[config.mk]
export PLATFORM = sky130hd
export DESIGN_NAME = sccClockGen
export DESIGN_NICKNAME = d
export VERILOG_FILES = /design/src/rtl/sccClkPkg.sv /design/src/rtl/sccPrescale.sv /design/src/rtl/sccClkCtrl.sv /design/src/rtl/sccClkDatapath.sv /design/src/rtl/sccClockGen.sv
export SDC_FILE = /design/constraint.sdc
export NUM_CORES = 1
export LEC_CHECK = 0
export BUFFER_PORTS_ARGS = -buffer_cell sky130_fd_sc_hd__buf_2
export CAP_MARGIN = 10
export CORE_MARGIN = 2
export CORE_UTILIZATION = 55
export CTS_CLUSTER_DIAMETER = 50
export DETAILED_ROUTE_END_ITERATION = 8
export PLACE_DENSITY_LB_ADDON = 0.25
export SETUP_SLACK_MARGIN = 0.02
export SYNTH_ARGS = -nofsm -noshare
export SYNTH_HDL_FRONTEND = slang
export SYNTH_SLANG_ARGS = --single-unit
[constraint.sdc]
create_clock -name clk -period 5.84 [get_ports clk]
set_input_delay 0.584 -clock clk [delete_from_list [all_inputs] [get_ports clk]]
set_output_delay 0.584 -clock clk [all_outputs]
set_load 0.01 [all_outputs]
[src/rtl/sccClkPkg.sv]
package sccClkPkg;

  localparam int PRESC_W = 6;

  typedef enum logic [1:0] {
    SRC_APIN  = 2'b00,
    SRC_BPIN  = 2'b01,
    SRC_BAUD  = 2'b10,
    SRC_RECOV = 2'b11
  } clkSrcE;

  typedef enum logic [1:0] {
    MODE_X1  = 2'b00,
    MODE_X16 = 2'b01,
    MODE_X32 = 2'b10,
    MODE_X64 = 2'b11
  } clkModeE;

  typedef enum logic {
    BRG_COUNT  = 1'b0,
    BRG_RELOAD = 1'b1
  } brgStateE;

  // strobes from control to the baud datapath
  typedef struct packed {
    logic hold;   // counter disabled: preload, output low
    logic load;   // reload tick after reaching zero
    logic dec;    // ordinary count-down tick
    logic flip;   // zero reached: toggle output, flag status
  } brgStrobeS;

  function automatic logic [PRESC_W-1:0] modeLimit(clkModeE m);
    case (m)
      MODE_X1:  modeLimit = PRESC_W'(0);
      MODE_X16: modeLimit = PRESC_W'(15);
      MODE_X32: modeLimit = PRESC_W'(31);
      default:  modeLimit = PRESC_W'(63);
    endcase
  endfunction

endpackage

[src/rtl/sccPrescale.sv]
module sccPrescale
  import sccClkPkg::*;
#(
  parameter int CNT_W = PRESC_W
) (
  input  logic    clk,
  input  logic    rstN,
  input  logic    srcEdge,
  input  clkModeE mode,
  output logic    bitTick
);

  logic [CNT_W-1:0] edgeCnt;
  logic [CNT_W-1:0] limit;
  logic             atLimit;

  assign limit   = CNT_W'(modeLimit(mode));
  assign atLimit = (edgeCnt >= limit);

  always_ff @(posedge clk or negedge rstN) begin
    if (!rstN) begin
      edgeCnt <= '0;
      bitTick <= 1'b0;
    end else begin
      bitTick <= srcEdge & atLimit;
      if (srcEdge) begin
        if (atLimit) edgeCnt <= '0;
        else         edgeCnt <= edgeCnt + 1'b1;
      end
    end
  end

endmodule

[src/rtl/sccClkCtrl.sv]
module sccClkCtrl
  import sccClkPkg::*;
(
  input  logic      clk,
  input  logic      rstN,
  input  logic      brgEnable,
  input  logic      brgUseSys,
  input  logic      rtxcIn,
  input  logic      trxcIn,
  input  logic      recovClkIn,
  input  logic      cntZero,
  output logic      rtxcRise,
  output logic      trxcRise,
  output logic      recovRise,
  output brgStrobeS strb
);

  logic     rtxcPrev, trxcPrev, recovPrev;
  brgStateE state;
  logic     brgTick;

  always_ff @(posedge clk or negedge rstN) begin
    if (!rstN) begin
      rtxcPrev  <= 1'b0;
      trxcPrev  <= 1'b0;
      recovPrev <= 1'b0;
    end else begin
      rtxcPrev  <= rtxcIn;
      trxcPrev  <= trxcIn;
      recovPrev <= recovClkIn;
    end
  end

  assign rtxcRise  = rtxcIn & ~rtxcPrev;
  assign trxcRise  = trxcIn & ~trxcPrev;
  assign recovRise = recovClkIn & ~recovPrev;

  assign brgTick = brgEnable & (brgUseSys | rtxcRise);

  always_comb begin
    strb      = '0;
    strb.hold = ~brgEnable;
    if (brgTick) begin
      if (state == BRG_RELOAD) strb.load = 1'b1;
      else if (cntZero)        strb.flip = 1'b1;
      else                     strb.dec  = 1'b1;
    end
  end

  always_ff @(posedge clk or negedge rstN) begin
    if (!rstN)          state <= BRG_COUNT;
    else if (strb.hold) state <= BRG_COUNT;
    else if (strb.flip) state <= BRG_RELOAD;
    else if (strb.load) state <= BRG_COUNT;
  end

endmodule

[src/rtl/sccClkDatapath.sv]
module sccClkDatapath
  import sccClkPkg::*;
#(
  parameter int TC_W = 16
) (
  input  logic            clk,
  input  logic            rstN,
  input  brgStrobeS       strb,
  input  logic [TC_W-1:0] tcValue,
  input  clkSrcE          txSel,
  input  clkSrcE          rxSel,
  input  logic [1:0]      pinSel,
  input  clkModeE         mode,
  input  logic            rtxcRise,
  input  logic            trxcRise,
  input  logic            recovRise,
  input  logic            rtxcIn,
  input  logic            trxcIn,
  input  logic            recovClkIn,
  input  logic            zeroClr,
  input  logic            zeroIntEn,
  output logic            cntZero,
  output logic            brgClk,
  output logic            brgZero,
  output logic            brgIrq,
  output logic            trxcOut,
  output logic            txBitTick,
  output logic            rxBitTick
);

  localparam int NUM_DIR = 2;
  localparam int NUM_SRC = 4;

  logic [TC_W-1:0]    cnt;
  logic               brgRise;
  logic [NUM_SRC-1:0] srcRise;
  logic [NUM_SRC-1:0] srcLevel;
  clkSrcE             dirSel  [NUM_DIR];
  logic               dirEdge [NUM_DIR];
  logic               dirTick [NUM_DIR];

  // baud counter
  assign cntZero = (cnt == '0);
  assign brgRise = strb.flip & ~brgClk;

  always_ff @(posedge clk or negedge rstN) begin
    if (!rstN) begin
      cnt    <= '0;
      brgClk <= 1'b0;
    end else if (strb.hold) begin
      cnt    <= tcValue;
      brgClk <= 1'b0;
    end else if (strb.load) begin
      cnt    <= tcValue;
    end else if (strb.flip) begin
      brgClk <= ~brgClk;
    end else if (strb.dec) begin
      cnt    <= cnt - 1'b1;
    end
  end

  always_ff @(posedge clk or negedge rstN) begin
    if (!rstN)          brgZero <= 1'b0;
    else if (strb.flip) brgZero <= 1'b1;
    else if (zeroClr)   brgZero <= 1'b0;
  end

  assign brgIrq = brgZero & zeroIntEn;

  // source fan-in, indexed by the 2-bit select code
  assign srcRise  = {recovRise, brgRise, trxcRise, rtxcRise};
  assign srcLevel = {recovClkIn, brgClk, trxcIn, rtxcIn};

  assign dirSel[0] = txSel;
  assign dirSel[1] = rxSel;

  generate
    for (genvar d = 0; d < NUM_DIR; d++) begin : g_dir
      assign dirEdge[d] = srcRise[dirSel[d]];
      sccPrescale #(.CNT_W(PRESC_W)) u_presc (
        .clk     (clk),
        .rstN    (rstN),
        .srcEdge (dirEdge[d]),
        .mode    (mode),
        .bitTick (dirTick[d])
      );
    end
  endgenerate

  assign txBitTick = dirTick[0];
  assign rxBitTick = dirTick[1];

  // B-pin output clock
  always_comb begin
    case (pinSel)
      2'b00:   trxcOut = rtxcIn;
      2'b01:   trxcOut = srcLevel[txSel];
      2'b10:   trxcOut = brgClk;
      default: trxcOut = recovClkIn;
    endcase
  end

endmodule

[src/rtl/sccClockGen.sv]
module sccClockGen
  import sccClkPkg::*;
#(
  parameter int BYTE_W = 8
) (
  input  logic              clk,
  input  logic              rstN,
  input  logic [BYTE_W-1:0] clkCtrlReg,
  input  logic [BYTE_W-1:0] pllCtrlReg,
  input  logic [BYTE_W-1:0] modeReg,
  input  logic [BYTE_W-1:0] intCtrlReg,
  input  logic [BYTE_W-1:0] tcLow,
  input  logic [BYTE_W-1:0] tcHigh,
  input  logic              zeroClr,
  input  logic              rtxcIn,
  input  logic              trxcIn,
  input  logic              recovClkIn,
  output logic              txBitTick,
  output logic              rxBitTick,
  output logic              brgClk,
  output logic              brgZero,
  output logic              brgIrq,
  output logic              trxcOut,
  output logic              trxcOe
);

  localparam int TC_W = 2 * BYTE_W;

  brgStrobeS strb;
  logic      cntZero;
  logic      rtxcRise, trxcRise, recovRise;
  logic      unusedRegBits;

  assign unusedRegBits = ^{clkCtrlReg[7], pllCtrlReg[7:2], modeReg[5:0],
                           intCtrlReg[7:2], intCtrlReg[0]};

  assign trxcOe = clkCtrlReg[2];

  sccClkCtrl u_ctrl (
    .clk        (clk),
    .rstN       (rstN),
    .brgEnable  (pllCtrlReg[0]),
    .brgUseSys  (pllCtrlReg[1]),
    .rtxcIn     (rtxcIn),
    .trxcIn     (trxcIn),
    .recovClkIn (recovClkIn),
    .cntZero    (cntZero),
    .rtxcRise   (rtxcRise),
    .trxcRise   (trxcRise),
    .recovRise  (recovRise),
    .strb       (strb)
  );

  sccClkDatapath #(.TC_W(TC_W)) u_dp (
    .clk        (clk),
    .rstN       (rstN),
    .strb       (strb),
    .tcValue    ({tcHigh, tcLow}),
    .txSel      (clkSrcE'(clkCtrlReg[4:3])),
    .rxSel      (clkSrcE'(clkCtrlReg[6:5])),
    .pinSel     (clkCtrlReg[1:0]),
    .mode       (clkModeE'(modeReg[7:6])),
    .rtxcRise   (rtxcRise),
    .trxcRise   (trxcRise),
    .recovRise  (recovRise),
    .rtxcIn     (rtxcIn),
    .trxcIn     (trxcIn),
    .recovClkIn (recovClkIn),
    .zeroClr    (zeroClr),
    .zeroIntEn  (intCtrlReg[1]),
    .cntZero    (cntZero),
    .brgClk     (brgClk),
    .brgZero    (brgZero),
    .brgIrq     (brgIrq),
    .trxcOut    (trxcOut),
    .txBitTick  (txBitTick),
    .rxBitTick  (rxBitTick)
  );

endmodule

==> out/qor.yml, run 1 <==
timing.setup.tns_ns: 0
vdd_ir_drop_max_mv: 0.176
cts_buffer_depth: 2
antennaDiodeCount: 0
fin_crit_sh_pct: 41.8
track_usage_pct: 23.1
worst_hold_path_type: "primary input to async pin"
pin_count: 61
slowest_delay_ns: 0.48
ys_ff_latch: 36
die_area_sq_um: 4830
crit_type: "flip-flop to output port"
std_cell_rows: 23
die_x_microns: 69.5
cellPowerDensity_nw_per_um2: 300
drc: 0
hpwl_microns: 3670
initialDrtViolationCount: 125
hold_viol_final: 0
vias_per_cell: 6.20
synth_edf_count: 0
grt_pass1_wl_microns: 9100
ys_seq_area_share_pct: 38.2
synthCells: 256
synthArstFlopShare_pct: 100
syn_area_per_cell_sq_um: 9.22
clk_pin_slew_ns: 0.07
antenna_found_initial: 0
finalSetupViolations: 0
cts.sinks: 36
final_nets: 357
die_y_microns: 69.5
htreeDepth: 2
worst-slew-pin-transition_ns: 0.818
cts.root.buffer_cell: "clkbuf_8"
synth_flop_cell: "dfrtp_1"
drt-total-wl_microns: 5150
grt_pass1_vias: 2011
path_cells: "mux4_2 > mux4_2 > buf_2"
dr_total_vias: 2146
slew_violations: 0
layout-drive-gt1-share_pct: 22.3
post_drt_wl_per_cell_microns: 14.9
clock_latency_ns: 0.29
cts_made_buffers: 5
io_buffers: 38
ant_nets: 0
hold_buffers: 0
cpMaxStageDelayCell: "mux4_2"
cts_resized: 0
leakage_nw: 1.14
p_total_mw: 0.803
pre_cts_slack_ns: 3.21
yosys_warnings: 0
drtPass1Iterations: 4
slew_headroom_pct: 45.5
synthesis.area_sq_um: 2360
status: "finished clean"
design.core.area_sq_um: 4060
gp_congestion: 0.786
layout_min_cycle_time_ns: 2.44
startpoint_type: "flip-flop"
cts_tree: "built"
required_ns: 5.26
critPathArrivalTime_ns: 1.86
fin_ws_ns: 3.40
cpMostUsedCell: "mux4_2"
initial_utilization_pct: 58.2
crit_fanout: 7
synth.distinct_cells: 62
rsz0062_at_grt: "false"
syn2layout_area_growth_pct: 13.5
crit_path_end_kind: "output port"
cts_setup_buffers: 0
grt_max_degree: 37
grt_overflow: 0
fin_worst_skew_ns: 0.00806
max_cap_violations: 0
syn-num-nets: 318
max_freq_mhz: 410
==> metrics by stage <==
step	utilization (%)	instances	hold WS, ns	area, sq um
finish	66.0	346	0.379	2680
global route	66.0	346	0.431	2680
CTS	66.0	346	0.409	2680
detailed placement	63.8	338	0.527	2590
global placement	63.8	338	0.524	2590
floorplan	-	256	0.288	2360
==> layout by cell type (no fill, tap or decap), types with 3 or more instances in the layout <==
| cell | n |
|---|---|
| buf_2 | 38 |
| dfrtp_1 | 36 |
| a21oi_1 | 23 |
| o21ai_0 | 21 |
| nor2_1 | 19 |
| nand2_1 | 19 |
| inv_1 | 10 |
| nand3_1 | 10 |
| ha_1 | 8 |
| nor3_1 | 7 |
| o21ai_1 | 6 |
| clkbuf_8 | 6 |
| nand3b_1 | 5 |
| a31oi_1 | 5 |
| a22o_1 | 5 |
| nor2b_1 | 4 |
| nor4_1 | 3 |
| nor3b_1 | 3 |
| nand2b_1 | 3 |
| a22oi_1 | 3 |
| a21o_1 | 3 |
| nand4_1 | 3 |
| or4_1 | 3 |
==> report_power, final <==
group	switching [mW]	leakage [nW]	internal (mW)	total, mW
logic	0.120	0.655	0.115	0.236
registers	0.0787	0.435	0.304	0.382
clock network	0.0889	0.0455	0.0962	0.185
total	0.288	1.14	0.515	0.803
==> cells in the mapped netlist, types with 2 or more instances <==
library cell | number | area share, %
a21o_1 | 3 | 0.95
a21oi_1 | 23 | 4.9
a22o_1 | 5 | 1.9
a22oi_1 | 3 | 0.95
a31oi_1 | 5 | 1.3
a32oi_1 | 2 | 0.74
and2_1 | 2 | 0.53
and2_4 | 2 | 0.74
and3_1 | 2 | 0.53
buf_2 | 2 | 0.42
clkbuf_1 | 4 | 0.64
dfrtp_1 | 36 | 38
ha_1 | 8 | 4.2
inv_1 | 10 | 1.6
mux2_2 | 2 | 0.95
mux4_2 | 2 | 1.9
nand2_1 | 19 | 3.0
nand2b_1 | 3 | 0.80
nand3_1 | 10 | 2.1
nand3b_1 | 5 | 1.6
nand4_1 | 3 | 0.80
nand4_2 | 2 | 1.1
nor2_1 | 19 | 3.0
nor2b_1 | 4 | 1.1
nor3_1 | 7 | 1.5
nor3b_1 | 3 | 0.95
nor4_1 | 3 | 0.80
nor4_4 | 2 | 1.8
nor4b_1 | 2 | 0.74
o21ai_0 | 21 | 4.5
o21ai_1 | 6 | 1.3
o22a_1 | 2 | 0.74
o22ai_1 | 2 | 0.53
o2bb2ai_1 | 2 | 0.74
or4_1 | 3 | 0.95
==> path summary, 6_finish.rpt <==
check                      depth (start not counted)  slack [ns]    startpoint                                to
setup / recovery                                   3        3.40   u_dp.brgClk                           trxcOut
hold / removal                                     1        0.38          rstN                       u_dp.cnt[4]
setup reg to reg                                   5        3.61   u_dp.cnt[2]                       u_dp.cnt[2]
hold reg to reg                                    2        0.54  u_dp.brgZero                      u_dp.brgZero
max in group asynchronous                          1        4.94          rstN  u_dp.g_dir[1].u_presc.edgeCnt[5]
min in group clk                                   1        0.43        trxcIn                   u_ctrl.trxcPrev
==> state kept, by name, summed over array words and instances (netlist names) <==
signal                      flops
u_ctrl.rtxcPrev                 1
u_dp.g_dir.u_presc.bitTick      2
u_dp.brgZero                    1
u_dp.g_dir.u_presc.edgeCnt     12
u_ctrl.recovPrev                1
u_ctrl.state                    1
u_ctrl.trxcPrev                 1
u_dp.cnt                       16
u_dp.brgClk                     1
==> worst max-delay path: cells and delay by family (launching register included) <==
kind     cells  cell delay, ns
mux          2            0.95
buf+inv      1            0.15
flops        1            0.47
==> final cells by class <==
type                       instances  area, sq um
clock buffer                       8         90.1
fill                             347         1380
inverter                          10         37.5
multi-input combinational        203         1390
sequential                        36          901
tap                               50         62.6
timing repair buffer              39          198
==> routing by layer <==
| metal | vias to the layer above | share of wire, % | GRT usage (%) |
|---|---|---|---|
| met5 | - | 0 | 0 |
| met4 | 0 | 1.5 | 7.84 |
| met3 | 9 | 5.9 | 5.81 |
| met2 | 59 | 45 | 35.4 |
| met1 | 1030 | 47 | 32.0 |
| li1 | 1048 | - | - |
==> kinds of logic (layout without fill, tap and decap cells) <==
logic type / after synthesis / after routing / synth area share [%]
multiplexers: 4 / 4 / 2.86
AND/OR/NAND/NOR: 103 / 103 / 27.9
adder cells (fa/ha/maj): 8 / 8 / 4.24
AO/OA/AOI/OAI: 88 / 88 / 23.8
buffers and inverters: 17 / 57 / 2.97
flip-flops: 36 / 36 / 38.2
Power figures use the tool's default switching activity.
==> run 2: changes to the inputs <==
--- a/config.mk
+++ b/config.mk
@@ -8,7 +8,7 @@
 export BUFFER_PORTS_ARGS = -buffer_cell sky130_fd_sc_hd__buf_2
 export CAP_MARGIN = 10
 export CORE_MARGIN = 2
-export CORE_UTILIZATION = 55
+export CORE_UTILIZATION = 48
 export CTS_CLUSTER_DIAMETER = 50
 export DETAILED_ROUTE_END_ITERATION = 8
 export PLACE_DENSITY_LB_ADDON = 0.25
==> constraint.sdc (replaced) <==
create_clock -name clk -period 2.08 [get_ports clk]
set_input_delay 0.208 -clock clk [delete_from_list [all_inputs] [get_ports clk]]
set_output_delay 0.208 -clock clk [all_outputs]
set_load 0.01 [all_outputs]
==> out/qor.yml, run 2 (synthesis gave the netlist of run 1 again) <==
antennaDiodeCount: 0
drtPass1Iterations: 4
regMostFlops: "u_dp.cnt"
vias_per_cell: 5.50
post_drt_wl_per_cell_microns: 13.7
startpoint_type: "flip-flop"
io_buffers: 38
fin_worst_skew_ns: 0.0103
layout.cells.non_filler: 387
grt_overflow: 0
max_freq_mhz: 505
layout_commonest_cell: "buf_2"
grt_pass1_wl_microns: 8930
vdd_ir_drop_max_mv: 0.371
hold_viol_final: 0
fin_crit_sh_pct: 95.1
initial_utilization_pct: 50.0
max_cap_violations: 0
mostFrequentLayoutCells: "buf_2 (38), dfrtp_1 (35), buf_4 (24)"
crit_fanout: 7
dr_total_vias: 2130
syn2layout_area_growth_pct: 23.6
timing.setup.tns_ns: 0
std_cell_rows: 25
ant_nets: 0
reg_top3: "u_dp.cnt: 16 flops, u_dp.g_dir.u_presc.edgeCnt: 12 flops, u_dp.g_dir.u_presc.bitTick: 2 flops"
cts_buffer_depth: 2
cpMaxStageDelayCell: "mux4_2"
gp_congestion: 0.830
cts_tree: "built"
cts_made_buffers: 5
required_ns: 1.87
pin_count: 61
cellPowerDensity_nw_per_um2: 797
cts.root.buffer_cell: "clkbuf_8"
clock_latency_ns: 0.29
rsz0062_at_grt: "true"
leakage_nw: 1.26
track_usage_pct: 20.6
hpwl_microns: 3810
slowest_delay_ns: 0.46
status: "finished clean"
path_cells: "mux4_2 > mux4_2 > buf_2"
grt_max_degree: 37
dp_cells: 377
final_nets: 382
crit_type: "flip-flop to output port"
die_x_microns: 74.1
initialDrtViolationCount: 99
hold_buffers: 0
slew_violations: 0
worst-slew-pin-transition_ns: 0.822
antenna_found_initial: 0
drt-total-wl_microns: 5320
grt_pass1_vias: 2009
nFillCells: 417
design.core.area_sq_um: 4720
slew_headroom_pct: 45.2
largest_reg_flops: 16
layout_min_cycle_time_ns: 1.98
worst_hold_path_type: "primary input to async pin"
p_total_mw: 2.32
finalSetupViolations: 0
cpMostUsedCell: "mux4_2"
final_core_util_pct: 61.7
clk_pin_slew_ns: 0.07
critPathArrivalTime_ns: 1.77
die_y_microns: 74.1
drc: 0
layout-drive-gt1-share_pct: 30.0
htreeDepth: 2
die_area_sq_um: 5490
cts.sinks: 36
crit_path_end_kind: "output port"
==> run 2: cell types whose count changed in the layout (fill, tap and decap cells not counted), sizes merged <==
cell / change
buf: +25
clkbuf: -2
clkinv: +1
==> run 2: path summary, 6_finish.rpt <==
check                        startpoint         endpoint  slack, ns  cells after the start
max                         u_dp.brgClk          trxcOut       0.10                      3
min                                rstN      u_dp.cnt[7]       0.02                      1
max reg2reg                 u_dp.cnt[0]     u_dp.cnt[14]       0.10                      7
min reg2reg                u_dp.brgZero     u_dp.brgZero       0.53                      2
max in group asynchronous          rstN      u_dp.brgClk       1.49                      1
min in group clk                 trxcIn  u_ctrl.trxcPrev       0.06                      1
==> run 2: stage by stage <==
step	instance area (sq um)	setup WS (ns)	hold slack, ns
after floorplan	2360	0.0952	-0.0876
after global placement	2800	0.0845	0.351
after detailed placement	2800	0.0597	0.347
after CTS	2880	0.0522	0.0499
after global routing	2920	-0.0246	0.0504
final	2920	0.102	0.0200
==> run 2: where the power goes <==
group | leakage, nW | internal [mW] | total (mW) | switching (mW)
logic | 0.789 | 0.426 | 0.810 | 0.384
registers | 0.433 | 0.853 | 1.05 | 0.195
clock network | 0.0410 | 0.228 | 0.465 | 0.237
==> run 2: routing by layer <==
layer | share of wire (%) | GRT usage, %
met1 | 51 | 29.2
met2 | 44 | 31.8
met3 | 4.4 | 4.74
met4 | 0.73 | 5.25
met5 | 0 | 0
==> run 2: layout make-up <==
class	count	area (sq um)	share of cell area (%)
clock buffer	6	72.6	2.49
clock inverter	1	5.00	0.172
inverter	10	37.5	1.29
multi-input combinational	203	1410	48.2
sequential	36	902	30.9
tap	67	83.8	2.87
timing repair buffer	64	410	14.1
==> run 2: what timing repair did <==
action                                  in CTS  in global routing
endpoints found under the setup margin       0                 17
gates resized for setup                      0                  7
hold endpoints to repair                     0                  0
buffers inserted                             0                  3
==> run 2: critical path, delay by kind of cell (launching register included) <==
kind,cells,cell delay (ns)
buffers and inverters,1,0.15
flip-flops,1,0.44
multiplexers,2,0.91
